[config.mk]
export PLATFORM = sky130hd
export DESIGN_NAME = dbf_addr_map
export DESIGN_NICKNAME = d
export VERILOG_FILES = /design/src/rtl/dbf_pkg.sv /design/src/rtl/dbf_decode.sv /design/src/rtl/dbf_stall.sv /design/src/rtl/dbf_seq.sv /design/src/rtl/dbf_addr_map.sv
export SDC_FILE = /design/constraint.sdc
export NUM_CORES = 1
export LEC_CHECK = 0
export ABC_AREA = 0
export BUFFER_PORTS_ARGS = -buffer_cell sky130_fd_sc_hd__buf_4
export CAP_MARGIN = 20
export CORE_MARGIN = 3
export CORE_UTILIZATION = 48
export CTS_CLUSTER_DIAMETER = 50
export DETAILED_ROUTE_END_ITERATION = 10
export HOLD_SLACK_MARGIN = 0.08
export PLACE_DENSITY = 0.84
export SETUP_SLACK_MARGIN = 0.5
export SLEW_MARGIN = 40
export SYNTH_ARGS = -nofsm -noshare
export SYNTH_HDL_FRONTEND = slang
export SYNTH_SLANG_ARGS = --single-unit
[constraint.sdc]
create_clock -name clk -period 4 [get_ports clk]
set_clock_uncertainty 0.1 [all_clocks]
set_input_delay 0.6 -clock clk [delete_from_list [all_inputs] [get_ports clk]]
set_output_delay 0.6 -clock clk [all_outputs]
set_load 0.01 [all_outputs]
[src/rtl/dbf_pkg.sv]
package dbf_pkg;

  typedef enum logic [1:0] {
    ST_IDLE,
    ST_WAIT,
    ST_ISSUE,
    ST_CAPT
  } dbf_state_e;

  typedef struct packed {
    logic       single;
    logic       swap;
    logic [1:0] size;
  } dbf_cfg_t;

  localparam dbf_cfg_t CFG_RESET = '{single: 1'b0, swap: 1'b0, size: 2'd0};

endpackage

[src/rtl/dbf_decode.sv]
module dbf_decode
  import dbf_pkg::*;
#(
  parameter int AW = 16
) (
  input  logic [AW-1:0] addr,
  input  dbf_cfg_t      cfg,
  output logic          ok,
  output logic [1:0]    need,
  output logic [AW-2:0] idx
);

  localparam int IW = AW - 1;
  localparam logic [IW:0] ONE = {{IW{1'b0}}, 1'b1};

  logic [IW:0] limit;
  logic        to_b2;

  // bank depth in words from the size code
  always_comb begin
    unique case (cfg.size)
      2'd0:    limit = ONE << IW;
      2'd1:    limit = ONE << (IW - 1);
      2'd2:    limit = ONE << (IW - 2);
      default: limit = '0;
    endcase
  end

  always_comb begin
    if (cfg.single) begin
      idx   = addr[AW-1:1];
      to_b2 = 1'b0;
    end else begin
      idx   = addr[IW-1:0];
      to_b2 = addr[AW-1] ^ cfg.swap;
    end
    ok = ({1'b0, idx} < limit);
    if (!ok)
      need = 2'b00;
    else if (cfg.single)
      need = 2'b11;
    else
      need = to_b2 ? 2'b10 : 2'b01;
  end

endmodule

[src/rtl/dbf_stall.sv]
module dbf_stall (
  input  logic [1:0] need,
  input  logic [1:0] busy,
  output logic       stall
);

  logic [1:0] clash;

  for (genvar g = 0; g < 2; g++) begin : g_clash
    assign clash[g] = need[g] & busy[g];
  end

  assign stall = |clash;

endmodule

[src/rtl/dbf_seq.sv]
module dbf_seq
  import dbf_pkg::*;
#(
  parameter int AW     = 16,
  parameter int WORD_W = 64
) (
  input  logic                clk,
  input  logic                rst,
  input  logic                req,
  input  logic [AW-1:0]       req_addr,
  input  dbf_cfg_t            cfg_in,
  input  logic                dec_ok,
  input  logic [1:0]          need,
  input  logic [AW-2:0]       idx,
  input  logic                stall,
  input  logic [WORD_W-1:0]   b1_data,
  input  logic [WORD_W-1:0]   b2_data,
  output logic [AW-1:0]       lat_addr,
  output dbf_cfg_t            lat_cfg,
  output dbf_state_e          state,
  output logic                rd_ready,
  output logic                rd_err,
  output logic [2*WORD_W-1:0] rd_data,
  output logic [1:0]          bank_en,
  output logic [AW-2:0]       b1_addr,
  output logic [AW-2:0]       b2_addr
);

  localparam int IW = AW - 1;

  logic          issue;
  logic          pick_b2;
  logic [IW-1:0] bank_addr_w [2];

  assign issue = (state == ST_WAIT) && dec_ok && !stall;

  always_ff @(posedge clk) begin
    if (rst) begin
      state    <= ST_IDLE;
      lat_addr <= '0;
      lat_cfg  <= CFG_RESET;
      rd_ready <= 1'b0;
      rd_err   <= 1'b0;
      rd_data  <= '0;
      pick_b2  <= 1'b0;
    end else begin
      rd_ready <= 1'b0;
      rd_err   <= 1'b0;
      unique case (state)
        ST_IDLE: begin
          if (req) begin
            lat_addr <= req_addr;
            lat_cfg  <= cfg_in;
            state    <= ST_WAIT;
          end
        end
        ST_WAIT: begin
          if (!dec_ok) begin
            rd_ready <= 1'b1;
            rd_err   <= 1'b1;
            rd_data  <= '1;
            state    <= ST_IDLE;
          end else if (!stall) begin
            pick_b2 <= need[1] & ~lat_cfg.single;
            state   <= ST_ISSUE;
          end
        end
        ST_ISSUE: state <= ST_CAPT;
        ST_CAPT: begin
          rd_ready <= 1'b1;
          if (lat_cfg.single)
            rd_data <= {b2_data, b1_data};
          else
            rd_data <= {{WORD_W{1'b0}}, (pick_b2 ? b2_data : b1_data)};
          state <= ST_IDLE;
        end
        default: state <= ST_IDLE;
      endcase
    end
  end

  // per-bank enable and address registers
  for (genvar g = 0; g < 2; g++) begin : g_bank
    logic          en_r;
    logic [IW-1:0] a_r;
    always_ff @(posedge clk) begin
      if (rst) begin
        en_r <= 1'b0;
        a_r  <= '0;
      end else begin
        en_r <= issue & need[g];
        if (issue & need[g])
          a_r <= idx;
      end
    end
    assign bank_en[g]     = en_r;
    assign bank_addr_w[g] = a_r;
  end

  assign b1_addr = bank_addr_w[0];
  assign b2_addr = bank_addr_w[1];

endmodule

[src/rtl/dbf_addr_map.sv]
module dbf_addr_map
  import dbf_pkg::*;
#(
  parameter int SPACE_LOG2 = 19,
  parameter int WORD_W     = 64
) (
  input  logic                     clk,
  input  logic                     rst,
  input  logic                     rd_req,
  input  logic [SPACE_LOG2-4:0]    rd_addr,
  input  logic                     cfg_single,
  input  logic                     cfg_swap,
  input  logic [1:0]               cfg_size,
  output logic                     rd_ready,
  output logic                     rd_err,
  output logic [2*WORD_W-1:0]      rd_data,
  output logic                     b1_en,
  output logic [SPACE_LOG2-5:0]    b1_addr,
  input  logic [WORD_W-1:0]        b1_data,
  input  logic                     b1_busy,
  output logic                     b2_en,
  output logic [SPACE_LOG2-5:0]    b2_addr,
  input  logic [WORD_W-1:0]        b2_data,
  input  logic                     b2_busy
);

  localparam int AW = SPACE_LOG2 - 3;
  localparam int IW = AW - 1;

  dbf_cfg_t   cfg_in;
  dbf_cfg_t   lat_cfg;
  dbf_state_e state;
  logic [AW-1:0] lat_addr;
  logic          dec_ok;
  logic [1:0]    need;
  logic [IW-1:0] idx;
  logic          stall;
  logic [1:0]    bank_en;

  assign cfg_in = '{single: cfg_single, swap: cfg_swap, size: cfg_size};

  dbf_decode #(.AW(AW)) u_dec (
    .addr (lat_addr),
    .cfg  (lat_cfg),
    .ok   (dec_ok),
    .need (need),
    .idx  (idx)
  );

  dbf_stall u_stall (
    .need  (need),
    .busy  ({b2_busy, b1_busy}),
    .stall (stall)
  );

  dbf_seq #(.AW(AW), .WORD_W(WORD_W)) u_seq (
    .clk      (clk),
    .rst      (rst),
    .req      (rd_req),
    .req_addr (rd_addr),
    .cfg_in   (cfg_in),
    .dec_ok   (dec_ok),
    .need     (need),
    .idx      (idx),
    .stall    (stall),
    .b1_data  (b1_data),
    .b2_data  (b2_data),
    .lat_addr (lat_addr),
    .lat_cfg  (lat_cfg),
    .state    (state),
    .rd_ready (rd_ready),
    .rd_err   (rd_err),
    .rd_data  (rd_data),
    .bank_en  (bank_en),
    .b1_addr  (b1_addr),
    .b2_addr  (b2_addr)
  );

  assign b1_en = bank_en[0];
  assign b2_en = bank_en[1];

endmodule

-- Word level (Yosys, flattened, before mapping)
Index checks and enable logic that the tools add are counted.
- register bits after elaboration: 185
- bits of input ports: 153
- output and inout bits: 162
- word-level logic and storage cells: 59
- magnitude comparators: 1
- eq/ne operators: 8
- muxes and demuxes: 16
- bitwise logic cells: 9
- reduce and logical (&&, ||, !) cells: 12
- operators with widths (cell ; number):
    two-way mux 128 bit ; 2
    one-hot mux 128 bit (2 select lines) ; 1
    two-way mux 64 bit ; 1
    one-hot mux 16 bit (3 select lines) ; 1
    < comparator 15 x 16 -> 1 bit ; 1
    two-way mux 15 bit ; 1
    two-way mux 2 bit ; 6
    one-hot mux 2 bit (4 select lines) ; 1
    equality test 2 bit (second input constant) ; 3
    AND reduction 2 bit ; 3
    bitwise AND 1 bit ; 5
    equality test 2 x 1 -> 1 bit (second input constant) ; 2
    logical NOT 2 bit ; 2
    != test 2 bit (second input constant) ; 2
    OR reduction 2 bit ; 2
    != test 3 bit (second input constant) ; 1
    NOT 1 bit ; 3
    AND reduction 3 bit ; 1
    logical AND 1 bit ; 2
    two-way mux 1 bit ; 2
    one-hot mux 1 bit (2 select lines) ; 1
    nonzero test 2 bit ; 1
    logical NOT 1 bit ; 1
    bitwise XOR 1 bit ; 1

-- Depth between registers and ports, before layout
Gate-level depths: netlist of run 1.
- depth after elaboration: 10
- mapped depth: 9
- gate-level depth less buffers: 6

-- By module
From an unflattened synthesis of run 1, not the netlist that was laid out.
- cells, all modules: 838
- area total of the unflattened synthesis: 8179.1 um^2
- by module, submodules not included (module ; instances ; cells each ; area each (um^2) ; sequential area each (um^2)):
    dbf_seq ; 1 ; 810 ; 7910.1 ; 3703.6
    dbf_decode ; 1 ; 27 ; 260.2 ; 0.0
    dbf_stall ; 1 ; 1 ; 8.8 ; 0.0

-- Least setup slack after synthesis of run 1
No wires, ideal clock.
- kind: register -> register
- start: reg, netlist name u_seq.lat_cfg[3]
- end: reg u_seq.pick_b2
- setup time: 0.116 ns
- arrival time: 2.570 ns
- data required time: 3.784 ns
- slack: 1.214 ns
- cell stages (with the launch flop): 10
- buffers on the path: 3
- period minus slack after synthesis: 2.786 ns
- cells stage by stage: dfxtp_1 clkbuf_1 mux2_2 ha_1 o22a_1 o31a_1 or4_4 buf_6 buf_6 o211a_1
- elaborated cells between the ends (all ways): 13
- those cells by class: order compare: 1; mux: 5; bitwise: 5; reduce/logical: 2
- RTL lines (element ; RTL line ; source):
    two-way mux 15 bit (*) ; dbf_decode.sv:30 ; if (cfg.single) begin
    via idx[14] ; dbf_addr_map.sv:36 ; logic [IW-1:0] idx;
    < comparator 15 x 16 -> 1 bit (*) ; dbf_decode.sv:37 ; ok = ({1'b0, idx} < limit);
    two-way mux 2 bit ; dbf_decode.sv:38 ; if (!ok)
    bitwise AND 1 bit ; dbf_stall.sv:10 ; assign clash[g] = need[g] & busy[g];
    OR reduction 2 bit ; dbf_stall.sv:13 ; assign stall = |clash;
    NOT 1 bit (no source line) ; -- ;
    AND reduction 3 bit (no source line) ; -- ;
    end signal, assigned ; dbf_seq.sv:64 ; pick_b2 <= need[1] & ~lat_cfg.single;
    end, declared ; dbf_seq.sv:32 ; logic pick_b2;
Mark *: on every way through the listed nets, which the timed path passes. The rest lies on a longest branch.
A chain may end at the register's enable or synchronous reset.

-- Final worst setup path of run 1
- start: reg, netlist name u_seq.lat_cfg[3]
- end: reg u_seq.rd_data[8]
- longest elaborated chain between the ends: 4
- elaborated cells between the ends (all ways): 6
- those cells by class: order compare: 1; eq/ne: 1; mux: 3; reduce/logical: 1
- RTL lines (element ; RTL line ; source):
    two-way mux 15 bit ; dbf_decode.sv:30 ;
    via idx[14] ; dbf_addr_map.sv:36 ;
    < comparator 15 x 16 -> 1 bit ; dbf_decode.sv:37 ;
    != test 2 bit (no source line) ; -- ;
    AND reduction 2 bit (no source line) ; -- ;
    end signal, assigned ; dbf_seq.sv:72 ; rd_data <= {b2_data, b1_data};
    end signal, assigned ; dbf_seq.sv:74 ; rd_data <= {{WORD_W{1'b0}}, (pick_b2 ? b2_data : b1_data)};
    end, declared ; dbf_seq.sv:23 ; output logic [2*WORD_W-1:0] rd_data,
The timed path passes the listed nets, and every way through them passes these cells.

==> results of run 1 <==
## layout make-up
type                    count  area, um^2
fillers                  1274        4722
flip-flops and latches    185        3707
multi-input cells         632        3545
repair buffers            323        2454
clock buffers              20       456.7
well taps                 211       264.0
clock inverters            12       162.7
inverters                   1       3.754
## per-stage QoR
stage          instance area [um^2]  setup slack [ps]  total power, uW  util, %  hold slack (ps)
6_report                      10590              1236             4542    69.17            322.8
5_1_grt                       10590              1082             4708    69.17            316.0
4_1_cts                       10590              1288             4566    69.17            307.4
3_5_place_dp                   9973              1309             2820    65.12            352.8
3_3_place_gp                   9968              1305             2809    65.09            343.8
2_1_floorplan                  7552              1214             2456        -            333.8
## worst max-delay path: stages (launching register included)
cell	delay [ps]
dfxtp_4	360
mux2_2	350
ha_1	280
o22a_1	110
o31a_1	230
o21a_4	650
buf_12	350
o21a_1	160
## cell usage in the layout, fill, tap and decap left out, drive strengths merged
cell,count
dfxtp,185
or2,1
o31a,1
nand2,278
clkbuf,20
a31o,1
o22a,1
buf,323
o21a,130
nor2b,2
or3,1
a211oi,1
a21oi,85
inv,5
clkinv,4
o21ai,1
and2,3
or4,1
nand2b,3
mux2,16
nor3b,1
bufinv,3
clkinvlp,1
o211a,1
nor3,2
nor2,6
ha,1
a31oi,64
mux2i,31
xor2,1
## metal layers
layer | up-vias | GRT usage [%] | wire length, um
met2 | 288 | 41.92 | 11000
li1 | 3594 | - | -
met1 | 3408 | 29.66 | 9031
met5 | - | 0 | 0
met3 | 65 | 8.193 | 1907
met4 | 0 | 12.89 | 956
## final timing paths
kind                                 startpoint                        endpoint  slack [ps]  cells past startpoint
setup / recovery  u_seq.lat_cfg[3]$_SDFFE_PP0P_   u_seq.rd_data[8]$_SDFFE_PP0P_        1240                      7
hold reg to reg   u_seq.b2_addr[2]$_SDFFE_PP0P_   u_seq.b2_addr[2]$_SDFFE_PP0P_         360                      2
hold / removal                       rd_addr[3]  u_seq.lat_addr[3]$_SDFFE_PP0P_         320                      3
setup reg to reg  u_seq.lat_cfg[3]$_SDFFE_PP0P_   u_seq.rd_data[8]$_SDFFE_PP0P_        1240                      7
## logic make-up after synthesis
family	Yosys count	share of synthesized area (%)
flip-flops	185	49.04
adder cells (fa/ha/maj)	1	0.1656
buffers and inverters	82	4.307
multiplexers	47	6.544
XOR/XNOR	1	0.1160
AO/OA/AOI/OAI	285	24.50
AND/OR/NAND/NOR	298	15.32
## where the power goes
group / total, uW / internal [uW] / switching, uW
clock network: 1760 / 1030 / 732
logic: 767 / 367 / 400
registers: 2020 / 1950 / 63.5
total: 4540 / 3350 / 1200
## state kept, by name, summed over array words and instances (netlist names), named ones only
register / cells
u_seq.pick_b2: 1
u_seq.rd_data: 128
u_seq.rd_ready: 1
u_seq.b1_addr: 15
u_seq.g_bank.en_r: 2
u_seq.lat_addr: 16
u_seq.lat_cfg: 4
u_seq.state: 1
u_seq.b2_addr: 15
u_seq.rd_err: 1
==> impl_metrics.env, run 1 <==
export IMPL_status="finished, final reports clean"
export IMPL_p_leak_uw=0.004868
export IMPL_drv_slew=0
export IMPL_synth_area_leaders="dfxtp_1 49%, nand2_1 14%, o21a_1 13%"
export IMPL_yosys_warnings=0
export IMPL_synth_edf_count=0
export IMPL_ant_nets=0
export IMPL_ys_seq_elements=185
export IMPL_die_area_um2=17280
export IMPL_async_flop_share_pct=0
export IMPL_worst_slew_pin_transition_ps=808.8
export IMPL_synth_most_common_cell="nand2_1"
export IMPL_initial_core_util_pct=49.31
export IMPL_wl_um=22890
export IMPL_diodes=0
export IMPL_ys_flop_type="dfxtp_1"
export IMPL_cts_buffers=17
export IMPL_relSlewSlack_pct=46.08
export IMPL_cts_sink_count=185
export IMPL_endpoint_kind="flip-flop"
export IMPL_finalCriticalPeriod_ps=2764
export IMPL_yosysUniqueCellTypes=30
export IMPL_critPathKind="reg2reg"
export IMPL_nets=1314
export IMPL_report_final_hold_viol_count=0
export IMPL_rsz0062_at_grt="false"
export IMPL_synth_area_um2=7552
export IMPL_fin_crit_sh_pct=69.09
export IMPL_hold_class="in2reg"
export IMPL_worst_ep_required_time_ps=4270
export IMPL_drc=0
export IMPL_crit_arrival_ps=3030
export IMPL_globalplace_congestion=0.8719
export IMPL_start_kind="flip-flop"
export IMPL_boundaryPins=315
export IMPL_cts_hold_buffers=0
export IMPL_cts_setup_buffers=0
export IMPL_synth_area_leader_cell="dfxtp_1"
export IMPL_dp_hpwl_um=15680
export IMPL_vias_per_cell=5.314
export IMPL_die_w_um=131.4
export IMPL_syn_nets=1053
export IMPL_ir_drop_mv=0.2894
export IMPL_core_area_um2=15310
export IMPL_placementRows=45
export IMPL_fmax_mhz=361.8
export IMPL_setup_violations_final=0
export IMPL_grt_total_usage_pct=25.41
export IMPL_grt_max_degree=104
export IMPL_cts_tree="done"
export IMPL_synth_avg_cell_area_um2=8.401
export IMPL_io_buffers=314
export IMPL_cap_violations=0
export IMPL_cts_clk_slew_worst_paths_ps=60
export IMPL_clockBufferDepth=2
export IMPL_die_h_um=131.4
export IMPL_grt_overflow_total=0
export IMPL_grt_pass1_vias=7027
export IMPL_yosysTopAreaCellShare_pct=49.04
export IMPL_yosys_top_cells_count="278 x nand2_1, 185 x dfxtp_1, 130 x o21a_1"
export IMPL_grt_pass1_wl_um=35870
export IMPL_dr_pass1_iters=4
export IMPL_syn_inst=899
export IMPL_clock_latency_ps=420
export IMPL_antenna_found_initial=0
export IMPL_yosysSeqAreaShare_pct=49.04
export IMPL_htreeDepth=4
export IMPL_power_density_nw_per_um2=428.8
export IMPL_totalNegativeSetupSlack_ps=0
export IMPL_dp_cells=1352
export IMPL_post_cts_resized=0
export IMPL_stdcell_count=1384
export IMPL_path_max_fanout=66
export IMPL_area_growth_pct=40.26
export IMPL_routedWlPerCell_um=16.54
export IMPL_drt_initial_drc_count=387
export IMPL_cts_root_buffer="clkbuf_16"
export IMPL_vias=7355
export IMPL_drive_gt1_share_pct=32.31
Power figures use the tool's default switching activity.
==> run 2, diff against run 1 <==
Clock period 4 ns to 2.7 ns, I/O delays scaled along.
==> impl_metrics.env, run 2 (synthesized netlist as in run 1, its figures left out) <==
export IMPL_status="finished, final reports clean"
export IMPL_critPathKind="reg2reg"
export IMPL_vias=7547
export IMPL_fill_cells=1222
export IMPL_cts_clk_slew_worst_paths_ps=70
export IMPL_boundaryPins=315
export IMPL_relSlewSlack_pct=51.83
export IMPL_crit_arrival_ps=2470
export IMPL_finalCriticalPeriod_ps=2255
export IMPL_diodes=0
export IMPL_final_cell_mix="325 x buf_4, 278 x nand2_1, 184 x dfxtp_1"
export IMPL_antenna_found_initial=0
export IMPL_crit_chain="mux2_4 -> ha_4 -> o22a_1 -> o31a_1 -> or4_4 -> mux2i_1"
export IMPL_report_final_hold_viol_count=0
export IMPL_power_frac_comb_pct=17.5
export IMPL_p_clk_share_pct=38.5
export IMPL_htreeDepth=4
export IMPL_cp_top_family="simple AND/OR/NAND/NOR gates"
export IMPL_nets=1326
export IMPL_cts_sink_count=185
export IMPL_placementRows=45
export IMPL_grt_overflow_total=0
export IMPL_die_area_um2=17280
export IMPL_core_area_um2=15310
export IMPL_initial_core_util_pct=49.31
export IMPL_vias_per_cell=5.406
export IMPL_grt_max_degree=96
export IMPL_fin_area_um2=10800
export IMPL_stdcell_count=1396
export IMPL_start_kind="flip-flop"
export IMPL_endpoint_kind="flip-flop"
export IMPL_p_switching_uw=1774
export IMPL_drv_slew=0
export IMPL_drt_initial_drc_count=490
export IMPL_grt_pass1_vias=7158
export IMPL_wl_um=24230
export IMPL_hold_class="in2reg"
export IMPL_cts_hold_buffers=0
export IMPL_timing_critical_path_slowest_cell_delay_ps=640
export IMPL_grt_total_usage_pct=26.04
export IMPL_cts_buffers=17
export IMPL_dp_cells=1358
export IMPL_dr_pass1_iters=4
export IMPL_layout_commonest_cell="buf_4"
export IMPL_ir_drop_mv=0.4739
export IMPL_clock_latency_ps=430
export IMPL_die_w_um=131.4
export IMPL_io_buffers=314
export IMPL_worst_ep_required_time_ps=2920
export IMPL_ant_nets=0
export IMPL_routedWlPerCell_um=17.36
export IMPL_grt_pass1_wl_um=36770
export IMPL_drc=0
export IMPL_placed_area_um2=10030
export IMPL_dp_hpwl_um=16320
export IMPL_globalplace_congestion=0.8181
export IMPL_cts_root_buffer="clkbuf_16"
export IMPL_power_density_nw_per_um2=629.3
export IMPL_cts_tree="done"
export IMPL_power_frac_seq_pct=44.0
export IMPL_top_register="u_seq.rd_data"
export IMPL_p_int_uw=5024
export IMPL_fin_crit_sh_pct=83.52
export IMPL_final_setup_worst_slack_ps=445.0
export IMPL_path_max_fanout=8
export IMPL_cap_violations=0
export IMPL_totalNegativeSetupSlack_ps=0
export IMPL_crit_buf_inv=0
export IMPL_die_h_um=131.4
export IMPL_drive_gt1_share_pct=33.08
export IMPL_setup_violations_final=0
export IMPL_place_ws_ps=319.9
export IMPL_fmax_mhz=443.5
export IMPL_reg_largest_list="u_seq.rd_data (128), u_seq.lat_addr (16)"
export IMPL_total_power_uw=6798
export IMPL_area_growth_pct=43.03
export IMPL_clockBufferDepth=2
export IMPL_worst_slew_pin_transition_ps=722.5
export IMPL_rsz0062_at_grt="true"
export IMPL_p_leak_uw=0.004955
export IMPL_critical_path_slowest_cell="or4_4"
export IMPL_largest_reg_flops=128
export IMPL_switching_share_pct=26.09
==> run 2: tightest hold or removal path, cell delays in order <==
cell and delay (ps):
buf_4 110, nand2_1 40, a21oi_1 50
==> run 2: power by group through the flow <==
stage	sequential [uW]	combinational (uW)	clock [uW]
finish	2990	1190	2620
global placement	3040	1130	0
global route	3010	1290	2740
floorplan	3100	575	0
CTS	2990	1170	2640
detailed placement	3050	1140	0
==> run 2: area by class of cell <==
cell class / count / area (um^2) / share of cell area, %
clock buffers: 22 / 484.2 / 4.483
inverters: 1 / 3.754 / 0.03475
clock inverters: 10 / 141.4 / 1.309
multi-input cells: 634 / 3585 / 33.19
well taps: 211 / 264.0 / 2.444
flip-flops and latches: 185 / 3707 / 34.32
repair buffers: 333 / 2616 / 24.22
==> run 2: per-layer routing <==
metal	track usage, %	share of wire [%]	vias to the layer above
met5	0	0	-
met4	11.73	4.1	0
met3	10.26	9.3	66
met2	44.04	49	306
met1	28.89	38	3550
li1	-	-	3625
==> run 2: worst paths after layout <==
kind	startpoint	to	slack, ps	depth (start not counted)
max	u_seq.lat_cfg[3]$_SDFFE_PP0P_	u_seq.b1_addr[0]$_SDFFE_PP0P_	450	6
min	rd_addr[4]	u_seq.lat_addr[4]$_SDFFE_PP0P_	120	3
max reg2reg	u_seq.lat_cfg[3]$_SDFFE_PP0P_	u_seq.b1_addr[0]$_SDFFE_PP0P_	450	6
min reg2reg	u_seq.b1_addr[7]$_SDFFE_PP0P_	u_seq.b1_addr[7]$_SDFFE_PP0P_	360	2
==> run 2: repair_timing <==
action / in CTS / in global routing
buffers inserted: 2 / 0
pin swaps: 2 / 3
resized for setup: 8 / 7
endpoints found under the setup margin: 146 / 161
gates cloned: 1 / 3
==> run 2: metrics by stage <==
step,utilization (%),hold slack (ps)
finish,70.53,117.9
global route,70.53,117.2
CTS,69.93,108.4
detailed placement,65.49,352.5
global placement,65.49,343.1
floorplan,-,333.8
